<file path="config.mk">
export PLATFORM = sky130hd
export DESIGN_NAME = irq_flag_ctrl
export DESIGN_NICKNAME = d
export VERILOG_FILES = /design/src/rtl/irq_flag_pkg.sv /design/src/rtl/irq_fn_decode.sv /design/src/rtl/irq_enable_ctl.sv /design/src/rtl/irq_flag_regs.sv /design/src/rtl/irq_flag_ctrl.sv
export SDC_FILE = /design/constraint.sdc
export NUM_CORES = 1
export LEC_CHECK = 0
export BUFFER_PORTS_ARGS = -buffer_cell sky130_fd_sc_hd__buf_4
export CORE_MARGIN = 5
export CORE_UTILIZATION = 38
export DETAILED_ROUTE_END_ITERATION = 7
export HOLD_SLACK_MARGIN = 0.06
export PLACE_DENSITY = 0.75
export REMOVE_ABC_BUFFERS = 1
export SETUP_SLACK_MARGIN = 0.1
export SLEW_MARGIN = 0
export SYNTH_ARGS = -nofsm -noshare
export SYNTH_HDL_FRONTEND = slang
export SYNTH_HIERARCHICAL = 1
export SYNTH_SLANG_ARGS = --single-unit
</file>
<file path="constraint.sdc">
create_clock -name clk -period 4.5 [get_ports clk]
set_clock_uncertainty 0.2 [all_clocks]
set_input_delay 0.225 -clock clk [delete_from_list [all_inputs] [get_ports clk]]
set_output_delay 0.225 -clock clk [all_outputs]
set_load 0.01 [all_outputs]
</file>
<file path="src/rtl/irq_flag_pkg.sv">
// Package: shared function codes and strobe type for the device-0
// interrupt controller. Assumes a 3-bit I/O function field.
package irq_flag_pkg;

    // Device-0 function codes; the numeric values are fixed by the CPU.
    typedef enum logic [2:0] {
        FN_SKIP_ON  = 3'd0,
        FN_ENABLE   = 3'd1,
        FN_DISABLE  = 3'd2,
        FN_SKIP_REQ = 3'd3,
        FN_SAVE     = 3'd4,
        FN_RESTORE  = 3'd5,
        FN_SKIP_GT  = 3'd6,
        FN_CLEAR    = 3'd7
    } iot_fn_e;

    localparam int NUM_FN = 8;

    // One strobe per function, valid only at a device-0 boundary.
    typedef struct packed {
        logic clr_all;
        logic skip_gt;
        logic restore;
        logic save;
        logic skip_req;
        logic disable_ie;
        logic enable_ie;
        logic skip_on;
    } fn_strb_t;

endpackage

</file>
<file path="src/rtl/irq_fn_decode.sv">
// Module: turns the function bits of a device-0 I/O instruction into one
// strobe per function. Assumes insn_end and iot_hit qualify the bits.
module irq_fn_decode
    import irq_flag_pkg::*;
(
    input  logic       insn_end,
    input  logic       iot_hit,
    input  logic [2:0] iot_func,
    output fn_strb_t   strb
);
    logic             fire;
    logic [NUM_FN-1:0] hit_vec;

    assign fire = insn_end & iot_hit;

    // One comparator per function code.
    for (genvar g = 0; g < NUM_FN; g++) begin : g_fn
        assign hit_vec[g] = fire && (iot_func == 3'(g));
    end

    // Map the vector onto the named strobes (bit g is code g).
    always_comb begin
        strb = fn_strb_t'(hit_vec);
    end
endmodule

</file>
<file path="src/rtl/irq_enable_ctl.sv">
// Module: global interrupt enable with a one-instruction enable delay.
// Assumes set/clear requests are already qualified by a boundary, and that
// take is only meaningful at a boundary.
module irq_enable_ctl (
    input  logic clk,
    input  logic rst_n,
    input  logic insn_end,
    input  logic set_req,
    input  logic clr_req,
    input  logic take,
    output logic ie_q,
    output logic eff_now
);
    logic pend_q;

    // Enable state seen by the interrupt check at this boundary.
    always_comb begin
        if (clr_req)      eff_now = 1'b0;
        else if (set_req) eff_now = ie_q & ~pend_q;
        else              eff_now = ie_q;
    end

    // Update architectural enable and the pending-delay flag per boundary.
    always_ff @(posedge clk) begin
        if (!rst_n) begin
            ie_q   <= 1'b0;
            pend_q <= 1'b0;
        end else if (insn_end) begin
            if (clr_req || take) begin
                ie_q   <= 1'b0;
                pend_q <= 1'b0;
            end else if (set_req) begin
                ie_q   <= 1'b1;
                pend_q <= 1'b1;
            end else begin
                pend_q <= 1'b0;
            end
        end
    end
endmodule

</file>
<file path="src/rtl/irq_flag_regs.sv">
// Module: inhibit, user-mode and field registers plus packing of the save
// word. Assumes restore is a qualified strobe; fields are FLD_W wide.
module irq_flag_regs #(
    parameter int FLD_W  = 3,
    localparam int WORD_W = 6 + 2 * FLD_W
) (
    input  logic              clk,
    input  logic              rst_n,
    input  logic              restore,
    input  logic              inh_new,
    input  logic              user_new,
    input  logic [FLD_W-1:0]  if_new,
    input  logic [FLD_W-1:0]  df_new,
    input  logic              link_in,
    input  logic              gt_in,
    input  logic              req_any,
    input  logic              ie_q,
    output logic              inh_q,
    output logic              user_q,
    output logic [FLD_W-1:0]  if_q,
    output logic [FLD_W-1:0]  df_q,
    output logic [WORD_W-1:0] packed_word
);
    // Load the machine-state flags from a restore word.
    always_ff @(posedge clk) begin
        if (!rst_n) begin
            inh_q  <= 1'b0;
            user_q <= 1'b0;
            if_q   <= '0;
            df_q   <= '0;
        end else if (restore) begin
            inh_q  <= inh_new;
            user_q <= user_new;
            if_q   <= if_new;
            df_q   <= df_new;
        end
    end

    // Assemble the save word, MSB first.
    always_comb begin
        packed_word = {link_in, gt_in, req_any, inh_q, ie_q, user_q, if_q, df_q};
    end
endmodule

</file>
<file path="src/rtl/irq_flag_ctrl.sv">
// Module: top of the device-0 interrupt controller. Decodes the function,
// drives skip, load and reset outputs combinationally at the boundary, and
// holds enable and flag state. Assumes all inputs are valid with insn_end.
module irq_flag_ctrl
    import irq_flag_pkg::*;
#(
    parameter int FLD_W  = 3,
    localparam int WORD_W = 6 + 2 * FLD_W
) (
    input  logic              clk,
    input  logic              rst_n,
    input  logic              insn_end,
    input  logic              iot_hit,
    input  logic [2:0]        iot_func,
    input  logic [WORD_W-1:0] acc_in,
    input  logic              link_in,
    input  logic              gt_in,
    input  logic              req_any,
    input  logic              irq_take,
    output logic              skip,
    output logic              acc_load,
    output logic [WORD_W-1:0] acc_out,
    output logic              link_load,
    output logic              link_out,
    output logic              gt_load,
    output logic              gt_out,
    output logic              dev_reset,
    output logic              irq_eligible,
    output logic              mm_inhibit,
    output logic              mm_user,
    output logic [FLD_W-1:0]  mm_if,
    output logic [FLD_W-1:0]  mm_df
);
    localparam int LINK_B = WORD_W - 1;
    localparam int GT_B   = WORD_W - 2;
    localparam int REQ_B  = WORD_W - 3;
    localparam int INH_B  = WORD_W - 4;
    localparam int IE_B   = WORD_W - 5;
    localparam int USER_B = WORD_W - 6;

    fn_strb_t          strb;
    logic              ie_q;
    logic              eff_now;
    logic              set_req;
    logic              clr_req;
    logic              take_q;
    logic [WORD_W-1:0] packed_word;
    logic              unused_req_bit;

    assign unused_req_bit = acc_in[REQ_B];

    irq_fn_decode u_dec (
        .insn_end (insn_end),
        .iot_hit  (iot_hit),
        .iot_func (iot_func),
        .strb     (strb)
    );

    // Enable requests from enable, clear-all and restore.
    always_comb begin
        set_req = strb.enable_ie | (strb.restore & acc_in[IE_B]);
        clr_req = strb.disable_ie | strb.clr_all | (strb.restore & ~acc_in[IE_B]);
        take_q  = insn_end & irq_take;
    end

    irq_enable_ctl u_en (
        .clk      (clk),
        .rst_n    (rst_n),
        .insn_end (insn_end),
        .set_req  (set_req),
        .clr_req  (clr_req),
        .take     (take_q),
        .ie_q     (ie_q),
        .eff_now  (eff_now)
    );

    irq_flag_regs #(.FLD_W(FLD_W)) u_flags (
        .clk         (clk),
        .rst_n       (rst_n),
        .restore     (strb.restore),
        .inh_new     (acc_in[INH_B]),
        .user_new    (acc_in[USER_B]),
        .if_new      (acc_in[2*FLD_W-1:FLD_W]),
        .df_new      (acc_in[FLD_W-1:0]),
        .link_in     (link_in),
        .gt_in       (gt_in),
        .req_any     (req_any),
        .ie_q        (ie_q),
        .inh_q       (mm_inhibit),
        .user_q      (mm_user),
        .if_q        (mm_if),
        .df_q        (mm_df),
        .packed_word (packed_word)
    );

    // Skip conditions for the three test functions.
    always_comb begin
        skip = (strb.skip_on & ie_q) | (strb.skip_req & req_any) | (strb.skip_gt & gt_in);
    end

    // Register load outputs for save, restore and clear-all.
    always_comb begin
        acc_load  = strb.save | strb.clr_all;
        acc_out   = strb.save ? packed_word : '0;
        link_load = strb.restore | strb.clr_all;
        link_out  = strb.restore & acc_in[LINK_B];
        gt_load   = strb.restore;
        gt_out    = strb.restore & acc_in[GT_B];
        dev_reset = strb.clr_all;
    end

    // Interrupt eligibility at this boundary.
    always_comb begin
        irq_eligible = insn_end & eff_now & req_any & ~mm_inhibit;
    end
endmodule

</file>
Yosys cells after proc, flatten, opt, wreduce, memory -nomap -nowiden
Cells that the tools add are included.
W data, S select, Z words.
{"block": "totals", "register_bits": 10, "in_bits": 23, "output_inout_bits": 28, "word_cells": 55}
{"block": "classes", "n_eq_ne": 7, "mux": 7, "n_reduce_logical": 12, "bitwise_logic": 23}
{"operator": "$and A1 B1 Y1", "n": 13}
{"operator": "$eq A3 B3 Y1 const B", "n": 4}
{"operator": "$mux W12", "n": 1}
{"operator": "$logic_and A1 B1 Y1", "n": 8}
{"operator": "$or A1 B1 Y1", "n": 7}
{"operator": "$eq A3 B2 Y1 const B", "n": 2}
{"operator": "$mux W1", "n": 6}
{"operator": "$eq A3 B1 Y1 const B", "n": 1}
{"operator": "$logic_not A3 Y1", "n": 1}
{"operator": "$not A1 Y1", "n": 3}
{"operator": "$reduce_and A2 Y1", "n": 1}
{"operator": "$reduce_bool A2 Y1", "n": 1}
{"operator": "$logic_or A1 B1 Y1", "n": 1}

Logic depth before layout (Yosys ltp)
Gate-level depths: netlist of run 1.
{"block": "depth", "depth_word": 9, "mapped_depth": 6}

Cells and area by module
The synthesis of run 1 kept the hierarchy.
{"mod": "irq_flag_regs", "cells_each": 37, "n_inst": 1, "area_per_inst_um2": 391.6}
{"mod": "irq_flag_ctrl", "cells_each": 25, "n_inst": 1, "area_per_inst_um2": 155.1}
{"mod": "irq_enable_ctl", "cells_each": 10, "n_inst": 1, "area_per_inst_um2": 97.6}
{"mod": "irq_fn_decode", "cells_each": 13, "n_inst": 1, "area_per_inst_um2": 88.8}

Least setup slack after synthesis of run 1
Ideal clock, no wire load.
{"block": "synth_timing", "kind": "input to output", "startpoint": "input port iot_func[1]", "endpoint": "output port irq_eligible", "n_path_buf": 0, "slack_ns": 2.754, "stages": 6, "required_ns": 4.075, "arrival_time_ns": 1.321, "path_cell_list": "nand3b_4 -> nor2_1 -> inv_1 -> o21ai_0 -> a211oi_1 -> and4b_1"}
{"block": "synth_between", "word_cells_on_any_way": 18, "cone_classes": "4 x eq/ne; 2 x mux; 8 x bitwise; 4 x reduce/logical"}
{"element": "start: declaration", "line_no": "irq_flag_ctrl.sv:14", "text": "input logic [2:0] iot_func,"}
{"element": "$eq A3 B3 Y1", "line_no": "irq_fn_decode.sv:18", "text": "assign hit_vec[g] = fire && (iot_func == 3'(g));"}
{"element": "$logic_and A1 B1 Y1", "line_no": "irq_fn_decode.sv:18"}
{"element": "named net gt_load", "line_no": "irq_flag_ctrl.sv:25", "text": "output logic gt_load,"}
{"element": "$and A1 B1 Y1", "line_no": "irq_flag_ctrl.sv:62", "text": "clr_req = strb.disable_ie | strb.clr_all | (strb.restore & ~acc_in[IE_B]);"}
{"element": "$or A1 B1 Y1", "line_no": "irq_flag_ctrl.sv:62"}
{"element": "named net clr_req", "line_no": "irq_flag_ctrl.sv:45", "text": "logic clr_req;"}
{"element": "$mux W1", "line_no": "irq_enable_ctl.sv:18", "text": "if (clr_req) eff_now = 1'b0;"}
{"element": "named net eff_now", "line_no": "irq_flag_ctrl.sv:43", "text": "logic eff_now;"}
{"element": "$and A1 B1 Y1 (3 in a row)", "line_no": "irq_flag_ctrl.sv:114", "text": "irq_eligible = insn_end & eff_now & req_any & ~mm_inhibit;"}
{"element": "end: declaration", "line_no": "irq_flag_ctrl.sv:28", "text": "output logic irq_eligible,"}
The timed path passes the listed nets, and every way through them passes these cells.

Worst setup path after layout of run 1
{"block": "layout_timing", "startpoint": "input port iot_func[1]", "endpoint": "output port irq_eligible"}
{"block": "layout_between", "word_cells_on_any_way": 18, "cone_classes": "4 x eq/ne; 2 x mux; 8 x bitwise; 4 x reduce/logical"}
{"element": "$eq A3 B2 Y1 / $eq A3 B3 Y1 (equally long branches)", "line_no": "irq_fn_decode.sv:18"}
{"element": "$logic_and A1 B1 Y1", "line_no": "irq_fn_decode.sv:18"}
{"element": "$or A1 B1 Y1 / $and A1 B1 Y1 (equally long branches)", "line_no": "irq_flag_ctrl.sv:62"}
{"element": "$or A1 B1 Y1 *", "line_no": "irq_flag_ctrl.sv:62"}
{"element": "named net clr_req", "line_no": "irq_flag_ctrl.sv:45"}
{"element": "$mux W1 *", "line_no": "irq_enable_ctl.sv:18"}
{"element": "named net eff_now", "line_no": "irq_flag_ctrl.sv:43"}
{"element": "$and A1 B1 Y1 * (3 in a row)", "line_no": "irq_flag_ctrl.sv:114"}
The timed path passes the listed nets; every way through them passes the cells marked *.

==> flow_summary_export.csv, run 1 <==
group,metric,value,unit
clocking,cts_buffer_depth,2,
power_and_ir_drop,power_leakage,0.624,nW
global_routing,use_met3,0.0499,
setup_path,path_class,"in -> out",
sta,final_hold_viol_count,0,
yosys,syn_inst,85,
setup_path,crit_slowest_cell,"nor2_1",
final_layout,fin_area,1240,µm²
global_routing,met1_usage,0.153,
floorplanning,floorplan.initialDensity,0.411,
setup_path,crit_chain,"buf_4 > nand3b_4 > nor2_1 > inv_1 > o21ai_0 > a211oi_1 > and4b_1 > buf_4",
setup_path,critPathLaunch,"iot_func[1]",
min_path,holdPathStages,3,
sta,slew_headroom,0.569,
sta,worstMarginPinSlew,0.644,ns
route,post_drt_wl_per_cell,11.5,µm
sta,timing.final.crit_share,0.502,
place,gp_congestion,0.776,
setup_path,crit_path_end_kind,"primary output",
clocking,cts_buffers,3,
yosys,ys_warn_count,6,
setup_path,critical_path.max_fanout,7,
route,routed_via_density,4.35,
place,hpwl,1.48,mm
sta,slew_viol_final,0,
floorplanning,die_w,53.9,µm
final_layout,antenna_cells,0,
setup_path,crit_cells,8,
yosys,synth_cell_type_count,25,
place,placed_area,1030,µm²
min_path,hold_path_class,"in -> reg",
clocking,tritoncts,"done",
setup_path,path_buf_inv,3,
clocking,clk_pin_slew,0.07,ns
global_routing,grt_use_total,0.144,
setup_path,crit_family,"simple AND/OR/NAND/NOR gates",
power_and_ir_drop,power.density,172,nW/µm²
power_and_ir_drop,peakVddDrop,0.000141,V
setup_path,start_kind,"primary input",
sta,finalSetupTns,0,ns
route,postRouteAntennaNets,0,
clocking,worstSkewPairLatency,0.26,ns
floorplanning,ios,51,
sta,fmax,443,MHz
final_layout,nets,166,
run_status,status,"complete, no violations",
setup_path,worstSetupEndpoint,"irq_eligible",
yosys,synth_seq_area_share,0.273,
route,wl,1.92,mm
final_layout,layout_common_cells,"50 x buf_4, 17 x dlygate4sd3_1, 15 x and2_1",
floorplanning,die_h,53.9,µm
setup_path,r2r_cells,3,
yosys,synth-seq-cells,10,
global_routing,antenna_found_initial,0,
clocking,cts_root_buf,"clkbuf_4",
yosys,syn_avg_cell_area,8.63,µm²
global_routing,use_met2,0.254,
floorplanning,std_cell_rows,15,
clocking,cts_resized,0,
global_routing,grt-busiest-layer,"met2",
final_layout,final_common_cell,"buf_4",
route,drc,0,
place,dpl_worst_slack,2.24,ns
sta,period_minus_slack,2.26,ns
clocking,cts.sinks,10,
job,drv_cap,0,
setup_path,crit_required,4.07,ns
final_layout,drive_above_1_share,0.423,
place,portBuffers,49,
global_routing,grt_max_degree,14,
setup_path,reg2reg_from,"u_flags/if_q[2]",
global_routing,grt-ovfl-total,0,
global_routing,grt_pass1_wl,3.00,mm
final_layout,syn_to_final_growth,69.1,%
setup_path,cpMostUsedCell,"buf_4",
setup_path,rrSetupSlack,3.11,ns
global_routing,grt_pass1_vias,718,
sta,setup_ws,2.24,ns
floorplanning,core,1780,µm²
route,first_iter_violations,8,
yosys,netlist_area,733,µm²
clocking,cts-htree-levels,1,
route,vias,727,
sta,grt_setup_unrepaired,"no",
setup_path,r2r-end,"u_flags/if_q[2]",
route,drtPass1Iterations,4,
sta,finalSetupViolations,0,
floorplanning,dieArea,2910,µm²
setup_path,max_stage_delay,0.52,ns
setup_path,critPathArrivalTime,1.83,ns
[metal layers]
metal  part of all wire  vias up  routed length, µm
met3               0.14        0                272
met1               0.39      306                746
met4                  0        0                  0
met5                  0        -                  0
li1                   -      381                  -
met2               0.47       40                903
[per-stage QoR]
stage	util	power [mW]	hold WS (ns)	cells
after floorplan	-	0.104	0.142	71
after global placement	0.580	0.126	0.280	146
after detailed placement	0.580	0.127	0.296	146
after CTS	0.695	0.216	0.136	167
after global routing	0.695	0.225	0.172	167
final	0.695	0.213	0.142	167
[synth_stat cells]
library cell / count / share of area
clkbuf_2: 1 / 0.0068
and4b_1: 1 / 0.014
buf_4: 12 / 0.12
a222oi_1: 1 / 0.014
and2_1: 15 / 0.13
a21oi_1: 1 / 0.0068
nand3b_4: 1 / 0.027
nor3_2: 2 / 0.027
nor2_1: 7 / 0.036
nand2_1: 1 / 0.0051
buf_6: 1 / 0.015
inv_1: 3 / 0.015
nand2b_1: 2 / 0.017
or2_2: 2 / 0.017
and2b_1: 1 / 0.010
o21a_1: 1 / 0.010
and4bb_1: 1 / 0.017
nand3_2: 1 / 0.014
o21ai_0: 2 / 0.014
a211oi_1: 1 / 0.010
and3b_1: 1 / 0.012
a21o_1: 1 / 0.010
nor2b_1: 8 / 0.068
dfxtp_1: 10 / 0.27
mux2i_1: 8 / 0.11
[cell type report]
cell class                 count  area, µm²
timing repair buffer          67        546
fill                         151        543
multi-input combinational     58        415
sequential                    10        200
clock buffer                   4       36.3
tap                           25       31.3
inverter                       3       11.3
[logic make-up after synthesis]
kind of cell           count (synthesis)  synth area share
AND/OR/NAND/NOR                       43             0.392
buffers and inverters                 17             0.160
flip-flops                            10             0.273
multiplexers                           8             0.109
AO/OA/AOI/OAI                          7            0.0649
[report_power, final]
| group | internal [mW] | switching [mW] |
|---|---|---|
| logic | 0.0269 | 0.0148 |
| registers | 0.0896 | 0.000854 |
| clock network | 0.0491 | 0.0319 |
| total | 0.166 | 0.0476 |
[worst min path at each step]
stage / to / from
2_1_floorplan: u_en/pend_q / rst_n
5_1_grt: u_en/ie_q / insn_end
3_5_place_dp: u_flags/df_q[1] / acc_in[1]
6_report: u_en/ie_q / insn_end
4_1_cts: u_en/ie_q / insn_end
3_3_place_gp: u_flags/df_q[0] / acc_in[0]
[tightest hold or removal path, cell delays in order]
cell and delay [ns]:
buf_4 0.14, o21ai_0 0.07, and3b_1 0.14
[what timing repair did]
action | 4_1_cts | 5_1_grt
hold buffers | 17 | 0
hold endpoints to repair | 9 | 0
setup buffers | 0 | 0
setup endpoints to repair | 0 | 0
[sequential cells by signal, indices dropped and copies added (netlist names)]
register	flops
u_flags/inh_q	1
u_flags/user_q	1
u_en/ie_q	1
u_flags/df_q	3
u_flags/if_q	3
u_en/pend_q	1
Power figures use the tool's default switching activity.
==> run 2, diff against run 1 <==
Clock period 4.5 ns to 2.1 ns, I/O delays scaled along.
==> flow_summary_export.csv, run 2 (same netlist as run 1, synthesis figures left out) <==
group,metric,value,unit
setup_path,critical_path.max_fanout,4,
clocking,cts.sinks,10,
clocking,clk_pin_slew,0.07,ns
sta,final_hold_viol_count,0,
floorplanning,ios,51,
route,drc,0,
floorplanning,die_h,53.9,µm
final_layout,final_cells,169,
clocking,cts_buffer_depth,2,
setup_path,crit_path_end_kind,"flop",
route,first_iter_violations,25,
sta,finalSetupViolations,0,
sta,finalSetupTns,0,ns
sta,fmax,533,MHz
clocking,cts-htree-levels,1,
final_layout,antenna_cells,0,
final_layout,final_common_cell,"buf_4",
power_and_ir_drop,peakVddDrop,0.000355,V
final_layout,syn_to_final_growth,71.5,%
global_routing,grt_pass1_vias,788,
setup_path,start_kind,"primary input",
clocking,cts_resized,0,
route,post_drt_wl_per_cell,12.9,µm
sta,slew_headroom,0.777,
route,postRouteAntennaNets,0,
clocking,worstSkewPairLatency,0.26,ns
global_routing,grt_use_total,0.164,
sta,worstMarginPinSlew,0.331,ns
power_and_ir_drop,power.density,366,nW/µm²
sta,period_minus_slack,1.88,ns
job,drv_cap,0,
global_routing,grt_max_degree,14,
clocking,cts_setup_buffers,0,
setup_path,critPathArrivalTime,1.83,ns
place,hpwl,1.56,mm
final_layout,seqCellArea,200,µm²
final_layout,nets,168,
clocking,tritoncts,"done",
global_routing,grt_pass1_wl,3.35,mm
place,gp_congestion,0.729,
final_layout,drive_above_1_share,0.424,
route,drtPass1Iterations,4,
route,routed_via_density,4.64,
route,wl,2.18,mm
setup_path,crit_required,2.05,ns
final_layout,fin_util,0.705,
final_layout,nFillCells,148,
floorplanning,std_cell_rows,15,
setup_path,path_class,"in -> reg",
sta,timing.final.crit_share,0.894,
clocking,cts_buffers,3,
place,portBuffers,49,
final_layout,layout_common_cells,"51 x buf_4, 18 x dlygate4sd3_1, 15 x and2_1",
place,dp_cells,147,
floorplanning,dieArea,2910,µm²
final_layout,multi_input_area,415,µm²
global_routing,antenna_found_initial,0,
floorplanning,die_w,53.9,µm
final_layout,top_regs,"u_flags/df_q (3), u_flags/if_q (3)",
sta,grt_setup_unrepaired,"no",
route,vias,784,
clocking,cts_root_buf,"clkbuf_4",
floorplanning,floorplan.initialDensity,0.411,
sta,slew_viol_final,0,
global_routing,grt-ovfl-total,0,
floorplanning,core,1780,µm²
power_and_ir_drop,power_leakage,0.634,nW
run_status,status,"complete, no violations",
min_path,hold_path_class,"in -> reg",
[run 2: repair_timing]
action | CTS | global route
hold buffers | 18 | 0
endpoints found under the hold margin | 10 | 0
endpoints found under the setup margin | 0 | 0
[run 2: power breakdown]
group / leakage [nW] / internal [mW] / switching, mW / total [mW]
Sequential: 0.0807 / 0.192 / 0.00195 / 0.194
Clock: 0.0210 / 0.105 / 0.0683 / 0.174
Combinational: 0.532 / 0.0593 / 0.0339 / 0.0932
[run 2: worst paths after layout]
check             depth (start not counted)        start          end  slack, ns
setup / recovery                          8  iot_func[1]    u_en/ie_q       0.22
setup reg to reg                          3    u_en/ie_q    u_en/ie_q       0.62
hold / removal                            3     insn_end  u_en/pend_q        0.1
hold reg to reg                           2  u_en/pend_q  u_en/pend_q       0.37
[run 2: worst max-delay path: stages]
cell,delay [ns]
buf_4,0.12
nand3b_4,0.17
nor2_1,0.19
inv_1,0.05
o21ai_0,0.30
o21ai_0,0.17
and3b_1,0.18
dlygate4sd3_1,0.55
[run 2: through the flow]
stage                     setup slack (ns)  hold slack (ns)  power (mW)  area (µm²)
final                                0.224           0.0970       0.461        1260
after global routing                 0.150            0.103       0.486        1260
after CTS                            0.240           0.0910       0.467        1260
after detailed placement             0.442            0.176       0.273        1040
after global placement               0.487            0.159       0.271        1040
after floorplan                     0.0670           0.0225       0.222         627
[run 2: cell type report]
| type | count | area share |
|---|---|---|
| sequential | 10 | 0.159 |
| inverter | 3 | 0.00896 |
| tap | 25 | 0.0249 |
| timing repair buffer | 69 | 0.448 |
| multi-input combinational | 58 | 0.330 |
| clock buffer | 4 | 0.0289 |
[run 2: routing by layer]
layer | GRT usage | part of all wire | vias to the layer above
met5 | 0 | 0 | -
met4 | 0.0766 | 0.0041 | 0
met3 | 0.0416 | 0.13 | 2
met2 | 0.319 | 0.50 | 48
met1 | 0.156 | 0.36 | 350
li1 | - | - | 384
